`src/rtl/memwin_pkg.sv`:
```
package memwin_pkg;
    localparam int ADDR_W    = 60;
    localparam int MIN_SHIFT = 12;
    localparam int SIZE_W    = 6;
    localparam int MAX_SIZE  = 28;
    localparam int WORD_W    = 64;
    localparam int BE_W      = WORD_W / 8;
    localparam int BASE_W    = ADDR_W - MIN_SHIFT;
    localparam int OFF_W     = MIN_SHIFT + MAX_SIZE;
    localparam int LIM_W     = $clog2(ADDR_W + 1);
    // LSB-0 positions of the MSB-first fields
    localparam int EN_POS    = WORD_W - 1;
    localparam int BASE_LSB  = MIN_SHIFT;
    localparam int BASE_MSB  = ADDR_W - 1;

    typedef struct packed {
        logic              en;
        logic [BASE_W-1:0] base;
        logic [SIZE_W-1:0] size;
    } win_cfg_t;

    typedef struct packed {
        logic             hit;
        logic [OFF_W-1:0] offset;
    } dec_out_t;

    function automatic win_cfg_t word_to_cfg(input logic [WORD_W-1:0] w);
        win_cfg_t c;
        c.en   = w[EN_POS];
        c.base = w[BASE_MSB:BASE_LSB];
        c.size = w[SIZE_W-1:0];
        return c;
    endfunction

    function automatic logic [WORD_W-1:0] cfg_to_word(input win_cfg_t c);
        logic [WORD_W-1:0] w;
        w                    = '0;
        w[EN_POS]            = c.en;
        w[BASE_MSB:BASE_LSB] = c.base;
        w[SIZE_W-1:0]        = c.size;
        return w;
    endfunction
endpackage

```
`src/rtl/memwin_csr.sv`:
```
module memwin_csr
    import memwin_pkg::*;
#(
    parameter bit FEATURE_EN = 1'b1,
    parameter int RA_WIDTH   = ADDR_W
) (
    input  logic              clk,
    input  logic              rst_n,
    input  logic              wr_en,
    input  logic              wr_sel,
    input  logic              wr_priv,
    input  logic [BE_W-1:0]   wr_be,
    input  logic [WORD_W-1:0] wr_data,
    output win_cfg_t          cfg_q
);
    typedef struct packed {
        win_cfg_t cfg;
    } csr_state_t;

    csr_state_t        st_d, st_q;
    logic [BASE_W-1:0] base_keep;
    logic              accept;

    always_comb begin
        for (int i = 0; i < BASE_W; i++) begin
            base_keep[i] = (i + MIN_SHIFT) < RA_WIDTH;
        end
    end

    always_comb begin
        st_d   = st_q;
        accept = wr_en && wr_sel && wr_priv && (&wr_be);
        if (accept) begin
            st_d.cfg      = word_to_cfg(wr_data);
            st_d.cfg.base = st_d.cfg.base & base_keep;
            if (!FEATURE_EN) begin
                st_d.cfg = '0;
            end
        end
    end

    always_ff @(posedge clk or negedge rst_n) begin
        if (!rst_n) begin
            st_q <= '0;
        end else begin
            st_q <= st_d;
        end
    end

    assign cfg_q = st_q.cfg;

    // only a full, privileged, selected write may change the word
    a_r3_reject_write: assert property (@(posedge clk) disable iff (!rst_n)
        (!wr_en || !wr_sel || !wr_priv || !(&wr_be)) |=> $stable(cfg_q));

    generate
        if (RA_WIDTH < ADDR_W) begin : g_narrow
            // unimplemented base bits never hold a one
            a_r6_upper_base_zero: assert property (@(posedge clk) disable iff (!rst_n)
                cfg_q.base[BASE_W-1:RA_WIDTH-MIN_SHIFT] == '0);
        end
        if (!FEATURE_EN) begin : g_absent
            // nothing is ever stored without the feature
            a_r5_absent_empty: assert property (@(posedge clk) disable iff (!rst_n)
                cfg_q == '0);
        end
    endgenerate
endmodule

```
`src/rtl/memwin_decode.sv`:
```
module memwin_decode
    import memwin_pkg::*;
(
    input  logic              clk,
    input  logic              rst_n,
    input  win_cfg_t          cfg,
    input  logic [ADDR_W-1:0] addr,
    output logic              hit_q,
    output logic [OFF_W-1:0]  offset_q
);
    typedef struct packed {
        dec_out_t out;
    } dec_state_t;

    dec_state_t        st_d, st_q;
    logic [SIZE_W-1:0] size_eff;
    logic [LIM_W-1:0]  lim;
    logic [ADDR_W-1:0] keep;
    logic [ADDR_W-1:0] base_full;
    logic              match;

    always_comb begin
        size_eff  = (cfg.size > SIZE_W'(MAX_SIZE)) ? SIZE_W'(MAX_SIZE) : cfg.size;
        lim       = LIM_W'(MIN_SHIFT) + LIM_W'(size_eff);
        for (int i = 0; i < ADDR_W; i++) begin
            keep[i] = LIM_W'(i) >= lim;
        end
        base_full = {cfg.base, {MIN_SHIFT{1'b0}}};
        match     = ((addr ^ base_full) & keep) == '0;
        st_d      = '0;
        if (cfg.en && match) begin
            st_d.out.hit    = 1'b1;
            st_d.out.offset = addr[OFF_W-1:0] & ~keep[OFF_W-1:0];
        end
    end

    always_ff @(posedge clk or negedge rst_n) begin
        if (!rst_n) begin
            st_q <= '0;
        end else begin
            st_q <= st_d;
        end
    end

    assign hit_q    = st_q.out.hit;
    assign offset_q = st_q.out.offset;

    // a disabled window cannot produce a hit on the next cycle
    a_r11_disabled_no_hit: assert property (@(posedge clk) disable iff (!rst_n)
        !cfg.en |=> !hit_q);

    // a miss carries no offset
    a_r9_miss_offset_zero: assert property (@(posedge clk) disable iff (!rst_n)
        !hit_q |-> offset_q == '0);

    // every hit traces back to an enabled window
    a_r8_hit_needs_enable: assert property (@(posedge clk) disable iff (!rst_n)
        hit_q |-> $past(cfg.en));
endmodule

```
`src/rtl/memwin_regdec.sv`:
```
module memwin_regdec
    import memwin_pkg::*;
#(
    parameter bit            FEATURE_EN = 1'b1,
    parameter int            RA_WIDTH   = 60,
    parameter int            OFS_W      = 8,
    parameter logic [OFS_W-1:0] REG_OFS = 8'h10
) (
    input  logic              clk,
    input  logic              rst_n,
    input  logic [OFS_W-1:0]  reg_addr,
    input  logic              reg_wr,
    input  logic              reg_priv,
    input  logic [7:0]        reg_be,
    input  logic [63:0]       reg_wdata,
    output logic [63:0]       reg_rdata,
    input  logic [59:0]       dec_addr,
    output logic              dec_hit,
    output logic [39:0]       dec_offset
);
    win_cfg_t cfg_q;
    logic     sel;

    assign sel = (reg_addr == REG_OFS);

    memwin_csr #(
        .FEATURE_EN (FEATURE_EN),
        .RA_WIDTH   (RA_WIDTH)
    ) u_csr (
        .clk     (clk),
        .rst_n   (rst_n),
        .wr_en   (reg_wr),
        .wr_sel  (sel),
        .wr_priv (reg_priv),
        .wr_be   (reg_be),
        .wr_data (reg_wdata),
        .cfg_q   (cfg_q)
    );

    memwin_decode u_dec (
        .clk      (clk),
        .rst_n    (rst_n),
        .cfg      (cfg_q),
        .addr     (dec_addr),
        .hit_q    (dec_hit),
        .offset_q (dec_offset)
    );

    always_comb begin
        reg_rdata = '0;
        if (FEATURE_EN && sel) begin
            reg_rdata = cfg_to_word(cfg_q);
        end
    end

    // reserved positions read as zero
    a_r2_reserved_zero: assert property (@(posedge clk) disable iff (!rst_n)
        (reg_rdata[62:60] == 3'b000) && (reg_rdata[11:6] == 6'b000000));

    // reads elsewhere return nothing
    a_r4_other_offset_zero: assert property (@(posedge clk) disable iff (!rst_n)
        !sel |-> reg_rdata == '0);
endmodule

```
`config.mk`:
```
export PLATFORM = sky130hd
export DESIGN_NAME = memwin_regdec
export DESIGN_NICKNAME = d
export VERILOG_FILES = /design/src/rtl/memwin_pkg.sv /design/src/rtl/memwin_csr.sv /design/src/rtl/memwin_decode.sv /design/src/rtl/memwin_regdec.sv
export SDC_FILE = /design/constraint.sdc
export NUM_CORES = 1
export LEC_CHECK = 0
export BUFFER_PORTS_ARGS = -buffer_cell sky130_fd_sc_hd__buf_2
export CAP_MARGIN = 15
export CORE_AREA = 2 2 108 163
export CTS_CLUSTER_SIZE = 16
export DETAILED_ROUTE_END_ITERATION = 8
export DIE_AREA = 0 0 110 165
export HOLD_SLACK_MARGIN = 0.12
export PLACE_DENSITY = 0.71
export SYNTH_ARGS = -nofsm -noshare
export SYNTH_HDL_FRONTEND = slang
export SYNTH_HIERARCHICAL = 1
export SYNTH_SLANG_ARGS = --single-unit
export TNS_END_PERCENT = 100
```
`constraint.sdc`:
```
create_clock -name clk -period 9.1 [get_ports clk]
set_input_delay 1.365 -clock clk [delete_from_list [all_inputs] [get_ports clk]]
set_output_delay 1.365 -clock clk [all_outputs]
set_load 0.02 [all_outputs]
```
**Word level (Yosys, flattened, before mapping)**

Index checks and enable logic that the tools add are counted.

- Register bits: 96
- Input bits: 144
- Output and inout port bits: 105
- Word-level logic and storage cells: 81

- Reduce and logical (&&, ||, !) cells: 6
- Multiplexer cells: 3
- $add $sub $neg: 1
- Eq/ne operators: 1
- Bitwise logic cells: 4
- $lt $le $gt $ge: 61

Operator list:

| kind | number |
|---|---|
| 6-bit >= comparator (first input constant) | 28 |
| 5-bit by 6-bit >= comparator with 1-bit output (first input constant) | 16 |
| 64-bit two-way mux | 1 |
| 60-bit bitwise AND | 1 |
| 60-bit zero test | 1 |
| 60-bit bitwise XOR | 1 |
| 4-bit by 6-bit >= comparator with 1-bit output (first input constant) | 8 |
| 41-bit two-way mux | 1 |
| 40-bit bitwise AND | 1 |
| 40-bit inverter | 1 |
| 3-bit by 6-bit >= comparator with 1-bit output (first input constant) | 4 |
| 1-bit by 6-bit >= comparator with 1-bit output (first input constant) | 2 |
| 2-bit by 6-bit >= comparator with 1-bit output (first input constant) | 2 |
| 8-bit by 5-bit equality test with 1-bit output (second input constant) | 1 |
| 8-bit AND reduction | 1 |
| 4-bit by 6-bit adder with 6-bit output (first input constant) | 1 |
| 6-bit by 5-bit greater-than comparator with 1-bit output (second input constant) | 1 |
| 6-bit two-way mux | 1 |
| 1-bit logical AND | 4 |

**Depth between registers and ports, before layout**

Gate-level depths: netlist of run 1.

- Depth after elaboration: 8
- Depth in mapped cells: 15
- Gate-level depth less buffers: 10

**Cells and area by module**

The synthesis of run 1 kept the hierarchy.

By module, submodules not included:

| module | times used | sequential area each (µm²) | area each (µm²) | cells each |
|---|---|---|---|---|
| memwin_decode | 1 | 1026.0 | 3562.2 | 418 |
| memwin_csr | 1 | 1376.3 | 2085.8 | 119 |
| memwin_regdec | 1 | 0.0 | 940.9 | 135 |

**Worst setup path after synthesis of run 1**

No wires, ideal clock.

- Kind: input to output
- Start point: in reg_addr[1]
- End point: out reg_rdata[53]
- Data required time: 7735 ps
- Path slack: 5190 ps
- Arrival: 2545 ps
- Buffers on the path: 1
- Stages on the path: 3
- Cell sequence: or4b_1 > buf_4 > nor3_1

- Word-level cells in the longest chain between the ends: 2

Ends and longest elaborated chain:

| what | line | source |
|---|---|---|
| start, declared | memwin_regdec.sv:11 | `input logic [OFS_W-1:0] reg_addr,` |
| 8-bit by 5-bit equality test with 1-bit output | memwin_regdec.sv:24 | `assign sel = (reg_addr == REG_OFS);` |
| 64-bit two-way mux | memwin_regdec.sv:51 | `if (FEATURE_EN && sel) begin` |
| end, declared | memwin_regdec.sv:16 | `output logic [63:0] reg_rdata,` |

No other way between the ends.

==> results of run 1 <==
## layer usage
metal / up-vias / part of all wire [%] / wire length (um)
met5: - / 0 / 0
met3: 49 / 5.5 / 1180
met1: 2824 / 38 / 8210
met2: 239 / 52 / 11200
met4: 0 / 4.3 / 914
li1: 2774 / - / -
## logic make-up after synthesis
logic type | Yosys count | synth area share (%)
AOI/OAI and AO/OA | 109 | 11.4
xor gates and xnor gates | 49 | 6.51
adders and majority gates | 5 | 0.912
buffers and inverters | 120 | 9.48
DFF | 96 | 36.5
muxes | 55 | 9.40
other | 1 | 0.0569
and+or+nand+nor | 237 | 25.8
## how the worst max path moves through the flow
| stage | end | depth (start not counted) | startpoint | slack, ns |
|---|---|---|---|---|
| after floorplan | reg_rdata[53] | 3 | reg_addr[1] | 5.19 |
| after global placement | u_dec/offset_q[0] | 13 | u_csr/cfg_q[2] | 4.57 |
| after detailed placement | u_dec/offset_q[0] | 13 | u_csr/cfg_q[2] | 4.50 |
| after CTS | u_dec/offset_q[0] | 13 | u_csr/cfg_q[2] | 4.45 |
| after global routing | u_dec/offset_q[0] | 12 | u_csr/cfg_q[2] | 4.09 |
| final | u_dec/offset_q[0] | 13 | u_csr/cfg_q[2] | 4.37 |
## per-stage QoR
step / total power [mW] / hold slack [ns] / instance area [um^2] / util [%]
detailed placement: 0.517 / 0.544 / 7710 / 46.4
global route: 0.915 / 0.574 / 8010 / 48.2
CTS: 0.895 / 0.562 / 8010 / 48.2
floorplan: 0.470 / 0.501 / 6620 / -
finish: 0.883 / 0.555 / 8010 / 48.2
global placement: 0.517 / 0.516 / 7710 / 46.4
## layout make-up
class	instances	area, um^2
fillers	1617	8600
flip-flops and latches	96	2400
diodes	3	7.51
multi-input cells	464	3600
well taps	210	263
repair buffers	239	1220
clock inverters	7	66.3
inverters	62	233
clock buffers	9	225
## synthesized netlist by cell type (3+ instances only)
| library cell | instances | area, um^2 |
|---|---|---|
| dfrtp_1 | 96 | 2400 |
| inv_1 | 62 | 233 |
| mux2_2 | 51 | 574 |
| nor3_2 | 50 | 500 |
| nand2_1 | 41 | 154 |
| xnor2_1 | 29 | 254 |
| nor3_1 | 28 | 140 |
| nor4_2 | 28 | 350 |
| buf_2 | 25 | 125 |
| o21ai_0 | 23 | 115 |
| xor2_1 | 20 | 175 |
| a21oi_1 | 19 | 95.1 |
| nor2_1 | 17 | 63.8 |
| buf_6 | 14 | 158 |
| nand3_1 | 13 | 65.1 |
| nand4_1 | 13 | 81.3 |
| buf_4 | 10 | 75.1 |
| a31oi_1 | 8 | 50.1 |
| clkbuf_1 | 6 | 22.5 |
| nor2b_1 | 6 | 37.5 |
| o211ai_1 | 6 | 45.0 |
| a211oi_1 | 5 | 37.5 |
| a21boi_0 | 5 | 37.5 |
| nand2b_1 | 5 | 31.3 |
| nor4_1 | 5 | 31.3 |
| o21a_1 | 5 | 37.5 |
| a22oi_1 | 4 | 30.0 |
| and2_1 | 4 | 25.0 |
| ha_1 | 4 | 50.1 |
| mux2_1 | 4 | 45.0 |
| nand3b_1 | 4 | 30.0 |
| or3_1 | 4 | 25.0 |
| buf_1 | 3 | 11.3 |
| o22ai_1 | 3 | 18.8 |
| o32ai_1 | 3 | 26.3 |
| or2_2 | 3 | 18.8 |
## state kept, by name (all words and copies together), names as in the netlist
register        count
u_dec/offset_q     40
u_csr/cfg_q        55
u_dec/hit_q         1
## power groups by stage
stage / clock network (mW) / logic [mW] / registers (mW)
floorplan: 0 / 0.0350 / 0.435
global placement: 0 / 0.0818 / 0.435
finish: 0.375 / 0.0821 / 0.426
global route: 0.399 / 0.0897 / 0.426
detailed placement: 0 / 0.0821 / 0.435
CTS: 0.386 / 0.0824 / 0.426
==> impl_metrics.json, run 1 <==
{
  "ir_worst_vdd_mv": 0.0826,
  "min-delay-start": "u_csr/cfg_q[34]",
  "pre_cts_slack_ns": 4.50,
  "wirelength_um": 21500,
  "htreeDepth": 3,
  "drive_above_1_share_pct": 45.0,
  "cpMaxStageDelayCell": "dfrtp_1",
  "timing.final.crit_share_pct": 52.0,
  "internal-power_mw": 0.651,
  "cts_tree": "done",
  "worst_pin_slew_ns": 0.947,
  "mostFrequentLayoutCells": "buf_2 (229), dfrtp_1 (96), inv_1 (62)",
  "hold_depth": 1,
  "stdcell_count": 1090,
  "crit_family": "simple AND/OR/NAND/NOR gates",
  "wl_per_cell_um": 19.7,
  "postCtsSetupRepairBufs": 0,
  "fin_nets": 1020,
  "port_buffers": 230,
  "regToRegEndpoint": "u_dec/offset_q[0]",
  "use_met1_pct": 28.0,
  "ys_ff_latch": 96,
  "path_buf_inv": 4,
  "start_util_pct": 39.6,
  "clockBufferDepth": 2,
  "antenna_found_initial": 2,
  "rsz0062_at_grt": "no",
  "slowest_delay_ns": 0.74,
  "cts_buffers": 9,
  "setup_violations": 0,
  "hold_viol_final": 0,
  "start_kind": "register",
  "cts_sinks": 96,
  "design.die.area_um2": 18200,
  "hold_end": "u_csr/cfg_q[34]",
  "dr.pass1.iters": 5,
  "finClkSkew_ns": 0.0133,
  "dieHeight_um": 165,
  "cts.clk_slew.worst_paths_ns": 0.08,
  "slew_violations": 0,
  "reg2reg_slack_ns": 4.37,
  "die_w_um": 110,
  "grt.met3_usage_pct": 3.67,
  "holdBufCountCts": 0,
  "p_per_area_nw_per_um2": 110,
  "drtIter0Drc": 383,
  "yosys_most_used_dff": "dfrtp_1",
  "rr_worst_depth": 13,
  "status": "complete, no violations",
  "placed_cells": 1071,
  "worst-path-max-fanout": 28,
  "drc_errors": 0,
  "ant_nets": 0,
  "grt_pass1_vias": 5771,
  "cp_common_cell": "buf_4",
  "slew_headroom_pct": 36.9,
  "synth-edff-count": 0,
  "grt_util_met2_pct": 41.1,
  "max_freq_mhz": 211,
  "r2r_start": "u_csr/cfg_q[2]",
  "rows": 58,
  "grt.busiest_layer": "met2",
  "seq_power_share_pct": 48.3,
  "switching_share_pct": 26.3,
  "synth.distinct_cells": 71,
  "cts_root_buf": "clkbuf_16",
  "core-area_um2": 16600,
  "grt_pass1_wl_um": 32200,
  "io_pins": 249,
  "ys_seq_area_share_pct": 36.5,
  "cp.arrival_ns": 4.93,
  "tns_ns": 0,
  "power_leakage_nw": 3.61,
  "gp_congestion": 0.945,
  "drv_cap": 0,
  "netlist_area_um2": 6590,
  "clock_latency_ns": 0.35,
  "dp.final_hpwl_um": 16700,
  "vias_per_cell": 5.40,
  "grt_max_degree": 57,
  "path_cells": "or2_2 -> inv_1 -> ha_1 -> buf_4 -> or4b_1 -> a21oi_1 -> nor2_1 -> o32ai_1 -> nor4_1 -> buf_4 -> nand3_1 -> buf_4 -> nor4_1",
  "cp.required_ns": 9.30,
  "layout_commonest_cell": "buf_2",
  "async_flop_share_pct": 100,
  "vias": 5886,
  "synth_warnings": 6,
  "pwr-share-comb_pct": 9.3,
  "grt_overflow": 0,
  "setup_slack_ns": 4.37,
  "syn_inst": 672,
  "critPathCaptureType": "register",
  "holdCritPathClass": "register to register",
  "crit_type": "register to register",
  "area_growth_pct": 21.6,
  "ctsResizeCount": 0,
  "grtUsageTotal_pct": 23.7,
  "p_sw_mw": 0.233,
  "syn_area_per_cell_um2": 9.80,
  "layout_min_cycle_time_ns": 4.73,
  "clockPowerShare_pct": 42.4
}
(Power assumes the default switching activity.)
==> run 2, diff against run 1 <==
- ABC_AREA: unset -> 1
- CORE_AREA: 2 2 108 163 -> 2 2 106 159
- DIE_AREA: 0 0 110 165 -> 0 0 108 161
- PLACE_DENSITY: 0.71 -> 0.72
- clock period: 9.1 -> 5 ns (I/O delays scaled with it)
==> run 2 against run 1 <==
Effect of this change:
- cell area decreased by 4.7%
- power increased by 94%
- flip-flop and latch count did not move
- clock skew fell by 0.00097 ns
- non-clock buffer count fell by 3
- hold slack got worse by 0.15 ns
- core utilization down 0.64 points
- largest cell class unchanged
- highest routed layer unchanged
==> impl_metrics.json, run 2 <==
{
  "vias_per_cell": 4.84,
  "vias": 6187,
  "cts_tree": "done",
  "postCtsSetupRepairBufs": 0,
  "fin_nets": 1216,
  "holdBufCountCts": 0,
  "syn_area_per_cell_um2": 7.27,
  "cts_buffers": 9,
  "critPathCaptureType": "register",
  "htreeDepth": 3,
  "switching_share_pct": 22.5,
  "cp.arrival_ns": 3.55,
  "dpl_cell_area_um2": 7290,
  "design.die.area_um2": 17400,
  "port_buffers": 230,
  "synth_warnings": 6,
  "ys_ff_latch": 96,
  "io_pins": 249,
  "cts_root_buf": "clkbuf_16",
  "seq_power_share_pct": 45.4,
  "nFillCells": 1726,
  "max_freq_mhz": 305,
  "critical_path.startpoint": "u_csr/cfg_q[3]",
  "layout_commonest_cell": "nand2_1",
  "power_leakage_nw": 4.32,
  "async_flop_share_pct": 100,
  "largest_register_ffs": 55,
  "hold_viol_final": 0,
  "setup_violations": 0,
  "wl_per_cell_um": 15.6,
  "worst-path-max-fanout": 41,
  "mostFrequentLayoutCells": "nand2_1 (244), buf_2 (229), inv_1 (120)",
  "status": "complete, no violations",
  "grt_max_degree": 57,
  "netlist.area_leader.share_pct": 38.4,
  "crit_type": "register to register",
  "grt_overflow": 0,
  "slew_violations": 0,
  "rsz0062_at_grt": "no",
  "p_per_area_nw_per_um2": 224,
  "ys_seq_area_share_pct": 38.4,
  "dr.pass1.iters": 6,
  "timing.final.crit_share_pct": 65.6,
  "core-area_um2": 16000,
  "start_kind": "register",
  "pwr-share-comb_pct": 7.9,
  "grt_pass1_vias": 5972,
  "clockBufferDepth": 2,
  "finClkSkew_ns": 0.0123,
  "synth_common_cells": "nand2_1 (245), inv_1 (120), dfrtp_1 (96)",
  "ant_nets": 0,
  "layout_min_cycle_time_ns": 3.28,
  "antenna_cells": 0,
  "synth.distinct_cells": 31,
  "area_growth_pct": 22.1,
  "holdCritPathClass": "input port to asynchronous set/reset pin",
  "yosys_most_used_dff": "dfrtp_1",
  "ir_worst_vdd_mv": 0.130,
  "p_sw_mw": 0.385,
  "drtIter0Drc": 383,
  "tns_ns": 0,
  "die_w_um": 108,
  "drv_cap": 0,
  "synth-edff-count": 0,
  "cts_sinks": 96,
  "start_util_pct": 39.0,
  "grtUsageTotal_pct": 22.9,
  "drc_errors": 0,
  "drive_above_1_share_pct": 29.2,
  "antenna_found_initial": 0,
  "ctsResizeCount": 0,
  "cp.required_ns": 5.27,
  "synth_area_leader_cell": "dfrtp_1",
  "dp.final_hpwl_um": 15100,
  "clock_latency_ns": 0.35,
  "yosysMostFrequentCell": "nand2_1",
  "gp_congestion": 0.933,
  "slew_headroom_pct": 28.8,
  "wirelength_um": 19900,
  "dieHeight_um": 161,
  "grt_pass1_wl_um": 30900,
  "r2r_start": "u_csr/cfg_q[3]",
  "clockPowerShare_pct": 46.7,
  "cts.clk_slew.worst_paths_ns": 0.07,
  "syn_inst": 860,
  "rows": 57,
  "netlist_area_um2": 6250,
  "final_area_um2": 7630,
  "internal-power_mw": 1.32,
  "synth.area.top_cells": "dfrtp_1 (38%), nand2_1 (15%), inv_1 (7.2%)",
  "worst_pin_slew_ns": 1.06
}
run 2: cell count changes in the layout (fill, tap and decap cells not counted), sizes merged, moves of 6 or more:
cell,before,now
nor2b,6,0
a21boi,7,1
a31oi,9,0
nor3,79,3
xor2,20,35
mux2,55,0
xnor2,29,7
nor2,17,139
nor4,33,0
inv,64,126
nand3,13,40
nand4,13,63
nand2,41,250
run 2: layout make-up:
type / instances / area, um^2 / area share [%]
clock buffers: 10 / 229 / 3.00
clock inverters: 6 / 115 / 1.51
inverters: 125 / 469 / 6.15
multi-input cells: 600 / 2960 / 38.8
flip-flops and latches: 96 / 2400 / 31.5
well taps: 206 / 258 / 3.38
repair buffers: 236 / 1200 / 15.7
run 2: power groups by stage:
stage,Combinational (mW),Clock [mW],Sequential [mW]
3_5_place_dp,0.136,0,0.791
4_1_cts,0.137,0.813,0.776
6_report,0.135,0.798,0.776
3_3_place_gp,0.134,0,0.791
5_1_grt,0.151,0.843,0.776
2_1_floorplan,0.0583,0,0.791
run 2: per-layer routing:
layer / global-route usage (%) / part of all wire [%]
met1: 26.5 / 39
met5: 0 / 0
met3: 3.19 / 4.8
met2: 42.3 / 54
met4: 7.98 / 2.8
run 2: kinds of logic (layout without fill, tap and decap cells):
kind of cell,Yosys count,after routing,share of synthesized area [%]
simple gates,500,500,35.9
buf+inv,172,377,14.9
flops,96,96,38.4
compound gates,45,45,4.02
xor+xnor,42,42,5.88
fa+ha+maj,4,4,0.801
other cells,1,9,0.0600
run 2: critical path, cell delays in order (launching register included):
cell     delay, ns
dfrtp_1       0.45
nand2_1       0.11
nor2_1        0.04
nand2_1       0.09
nand2_1       0.06
nor2_1        0.19
ha_1          0.35
inv_1         0.11
nor2_1        0.11
nand2_1       0.22
inv_2         0.17
nand2_1       0.11
a21oi_1       0.14
o21ai_1       0.09
nand2_1       0.08
nand2_1       0.05
nor2_1        0.13
nand3_1       0.10
nor2_1        0.11
nand2_1       0.05
buf_4         0.26
nor2_1        0.16
run 2: worst paths after layout:
check | to | slack, ns | depth (start not counted)
worst max-delay path | u_dec/offset_q[39] | 1.72 | 21
worst min-delay path | u_csr/cfg_q[8] | 0.41 | 1
worst max register to register | u_dec/offset_q[39] | 1.72 | 21
worst min register to register | u_csr/cfg_q[43] | 0.52 | 2
max in group asynchronous | u_dec/offset_q[13] | 3.48 | 2
min in group clk | u_csr/cfg_q[43] | 0.52 | 2
run 2: through the flow:
step | hold WS [ns] | utilization, % | power, mW | std cells | worst slack, ns
2_1_floorplan | 0.454 | - | 0.850 | 868 | 2.37
3_3_place_gp | 0.498 | 45.4 | 0.926 | 1263 | 1.76
3_5_place_dp | 0.503 | 45.4 | 0.927 | 1263 | 1.77
4_1_cts | 0.445 | 47.6 | 1.73 | 1279 | 1.75
5_1_grt | 0.461 | 47.6 | 1.77 | 1279 | 1.40
6_report | 0.409 | 47.6 | 1.71 | 1279 | 1.72
==> run 3, diff against run 2 <==
- ABC_AREA: 1 -> 0
- CORE_AREA: 2 2 106 159 -> 2 2 108 163
- DIE_AREA: 0 0 108 161 -> 0 0 110 165
- PLACE_DENSITY: 0.72 -> 0.71
- clock period: 5 -> 3.05 ns (I/O delays scaled with it)
==> run 3 against run 2 <==
Effect of this change:
- the run now ends with negative setup slack left
- non-clock buffer count up 103
- cell area up 23%
- setup slack worse by 1.8 ns
- combinational power up 100%
- fmax up 5.7%
- largest cell class unchanged
- highest routed layer unchanged
==> impl_metrics.json, run 3 (synthesized netlist as in run 1, its figures left out) <==
{
  "crit_type": "register to register",
  "drv_cap": 0,
  "slew_violations": 0,
  "pre_cts_slack_ns": -0.435,
  "cts.clk_slew.worst_paths_ns": 0.07,
  "cts_tree": "done",
  "slew_headroom_pct": 41.5,
  "internal-power_mw": 2.05,
  "io_pins": 249,
  "max_freq_mhz": 322,
  "nFillCells": 1500,
  "cp.arrival_ns": 3.35,
  "mostFrequentLayoutCells": "buf_2 (230), dfrtp_1 (96), buf_4 (90)",
  "cts_root_buf": "clkbuf_16",
  "path_buf_inv": 4,
  "port_buffers": 230,
  "vias": 6424,
  "start_kind": "register",
  "ant_nets": 0,
  "design.die.area_um2": 18200,
  "antenna_found_initial": 1,
  "htreeDepth": 3,
  "cts_buffers": 9,
  "clockBufferDepth": 2,
  "fin_nets": 1120,
  "area_growth_pct": 43.0,
  "grt_pass1_wl_um": 35600,
  "cp_common_cell": "buf_6",
  "switching_share_pct": 25.5,
  "core-area_um2": 16600,
  "largest_register_ffs": 55,
  "drtIter0Drc": 457,
  "dieHeight_um": 165,
  "slowest_delay_ns": 0.40,
  "p_sw_mw": 0.702,
  "grt_util_met2_pct": 46.5,
  "use_met1_pct": 28.9,
  "drc_errors": 0,
  "clockPowerShare_pct": 43.9,
  "worst_pin_slew_ns": 0.877,
  "tns_ns": -0.409,
  "wirelength_um": 24100,
  "gp_congestion": 1.01,
  "hold_viol_final": 0,
  "rsz0062_at_grt": "yes",
  "holdCritPathClass": "input port to asynchronous set/reset pin",
  "timing.final.crit_share_pct": 102,
  "grt_overflow": 0,
  "r2r_start": "u_csr/cfg_q[2]",
  "layout_min_cycle_time_ns": 3.10,
  "grt_max_degree": 97,
  "wl_per_cell_um": 20.2,
  "grtUsageTotal_pct": 26.1,
  "grt.met3_usage_pct": 3.24,
  "worst-path-max-fanout": 14,
  "vias_per_cell": 5.41,
  "reg2reg_slack_ns": -0.05,
  "clock_latency_ns": 0.35,
  "start_util_pct": 39.6,
  "die_w_um": 110,
  "path_cells": "or2_4 -> buf_6 -> ha_4 -> buf_6 -> nor2b_4 -> or3_4 -> a311oi_4 -> o22ai_2 -> nor4_2 -> nand4_1 -> buf_6 -> buf_12 -> nor4_2",
  "violations": "negative setup slack",
  "seq_power_share_pct": 46.2,
  "critPathCaptureType": "register",
  "power_leakage_nw": 4.44,
  "pwr-share-comb_pct": 9.9,
  "p_per_area_nw_per_um2": 292,
  "drive_above_1_share_pct": 54.5,
  "rr_worst_depth": 13,
  "dr.pass1.iters": 5,
  "grt_pass1_vias": 6579,
  "dp.final_hpwl_um": 18300,
  "setup_slack_ns": -0.0523,
  "ir_worst_vdd_mv": 0.314,
  "cpMaxStageDelayCell": "or3_4",
  "setup_violations": 21,
  "rows": 58,
  "finClkSkew_ns": 0.0138,
  "layout_commonest_cell": "buf_2",
  "status": "finished with violations",
  "cp.required_ns": 3.29,
  "grt.busiest_layer": "met2",
  "regToRegEndpoint": "u_dec/offset_q[1]",
  "crit_family": "simple AND/OR/NAND/NOR gates",
  "cts_sinks": 96
}
[run 3: power by group through the flow]
stage          Combinational [mW]  Sequential, mW  Clock [mW]
2_1_floorplan               0.105            1.30           0
3_3_place_gp                0.258            1.30           0
3_5_place_dp                0.259            1.30           0
4_1_cts                     0.268            1.27        1.23
5_1_grt                     0.296            1.27        1.28
6_report                    0.273            1.27        1.21
[run 3: worst max-delay path by stage]
stage | cells past startpoint | to | start | slack [ns]
2_1_floorplan | 13 | u_dec/offset_q[27] | u_csr/cfg_q[5] | 0.01
3_3_place_gp | 11 | u_dec/offset_q[39] | u_csr/cfg_q[5] | -0.35
6_report | 13 | u_dec/offset_q[1] | u_csr/cfg_q[2] | -0.05
5_1_grt | 13 | u_dec/offset_q[9] | u_csr/cfg_q[2] | -0.18
4_1_cts | 14 | u_dec/offset_q[8] | u_csr/cfg_q[5] | 0.008
3_5_place_dp | 11 | u_dec/offset_q[31] | u_csr/cfg_q[5] | -0.44
[run 3: metal layers]
| metal | part of all wire [%] | wire length, um |
|---|---|---|
| met5 | 0 | 0 |
| met2 | 54 | 12900 |
| met3 | 4.8 | 1160 |
| met4 | 5.6 | 1340 |
| met1 | 36 | 8680 |
[run 3: cell type report]
type	instances	area (um^2)	area share (%)
multi-input combinational	464	4030	42.8
sequential	96	2400	25.5
timing repair buffer	339	2180	23.1
tap	210	263	2.79
clock buffer	10	239	2.54
inverter	62	233	2.47
clock inverter	6	75.1	0.796
antenna	1	2.50	0.0265
[run 3: timing repair]
action,in CTS,in global routing
setup buffers,8,5
gates resized for setup,44,40
hold buffers,0,0
endpoints found under the setup margin,41,41
cloned,4,1
pin swaps,16,13
[run 3: stage by stage]
step	hold WS (ns)	total power, mW	utilization (%)	area, um^2	instances
2_1_floorplan	0.162	1.40	-	6680	680
3_3_place_gp	0.520	1.55	50.6	8410	1153
3_5_place_dp	0.532	1.56	50.6	8410	1153
4_1_cts	0.178	2.77	54.9	9130	1181
5_1_grt	0.196	2.85	56.7	9430	1188
6_report	0.155	2.76	56.7	9430	1188
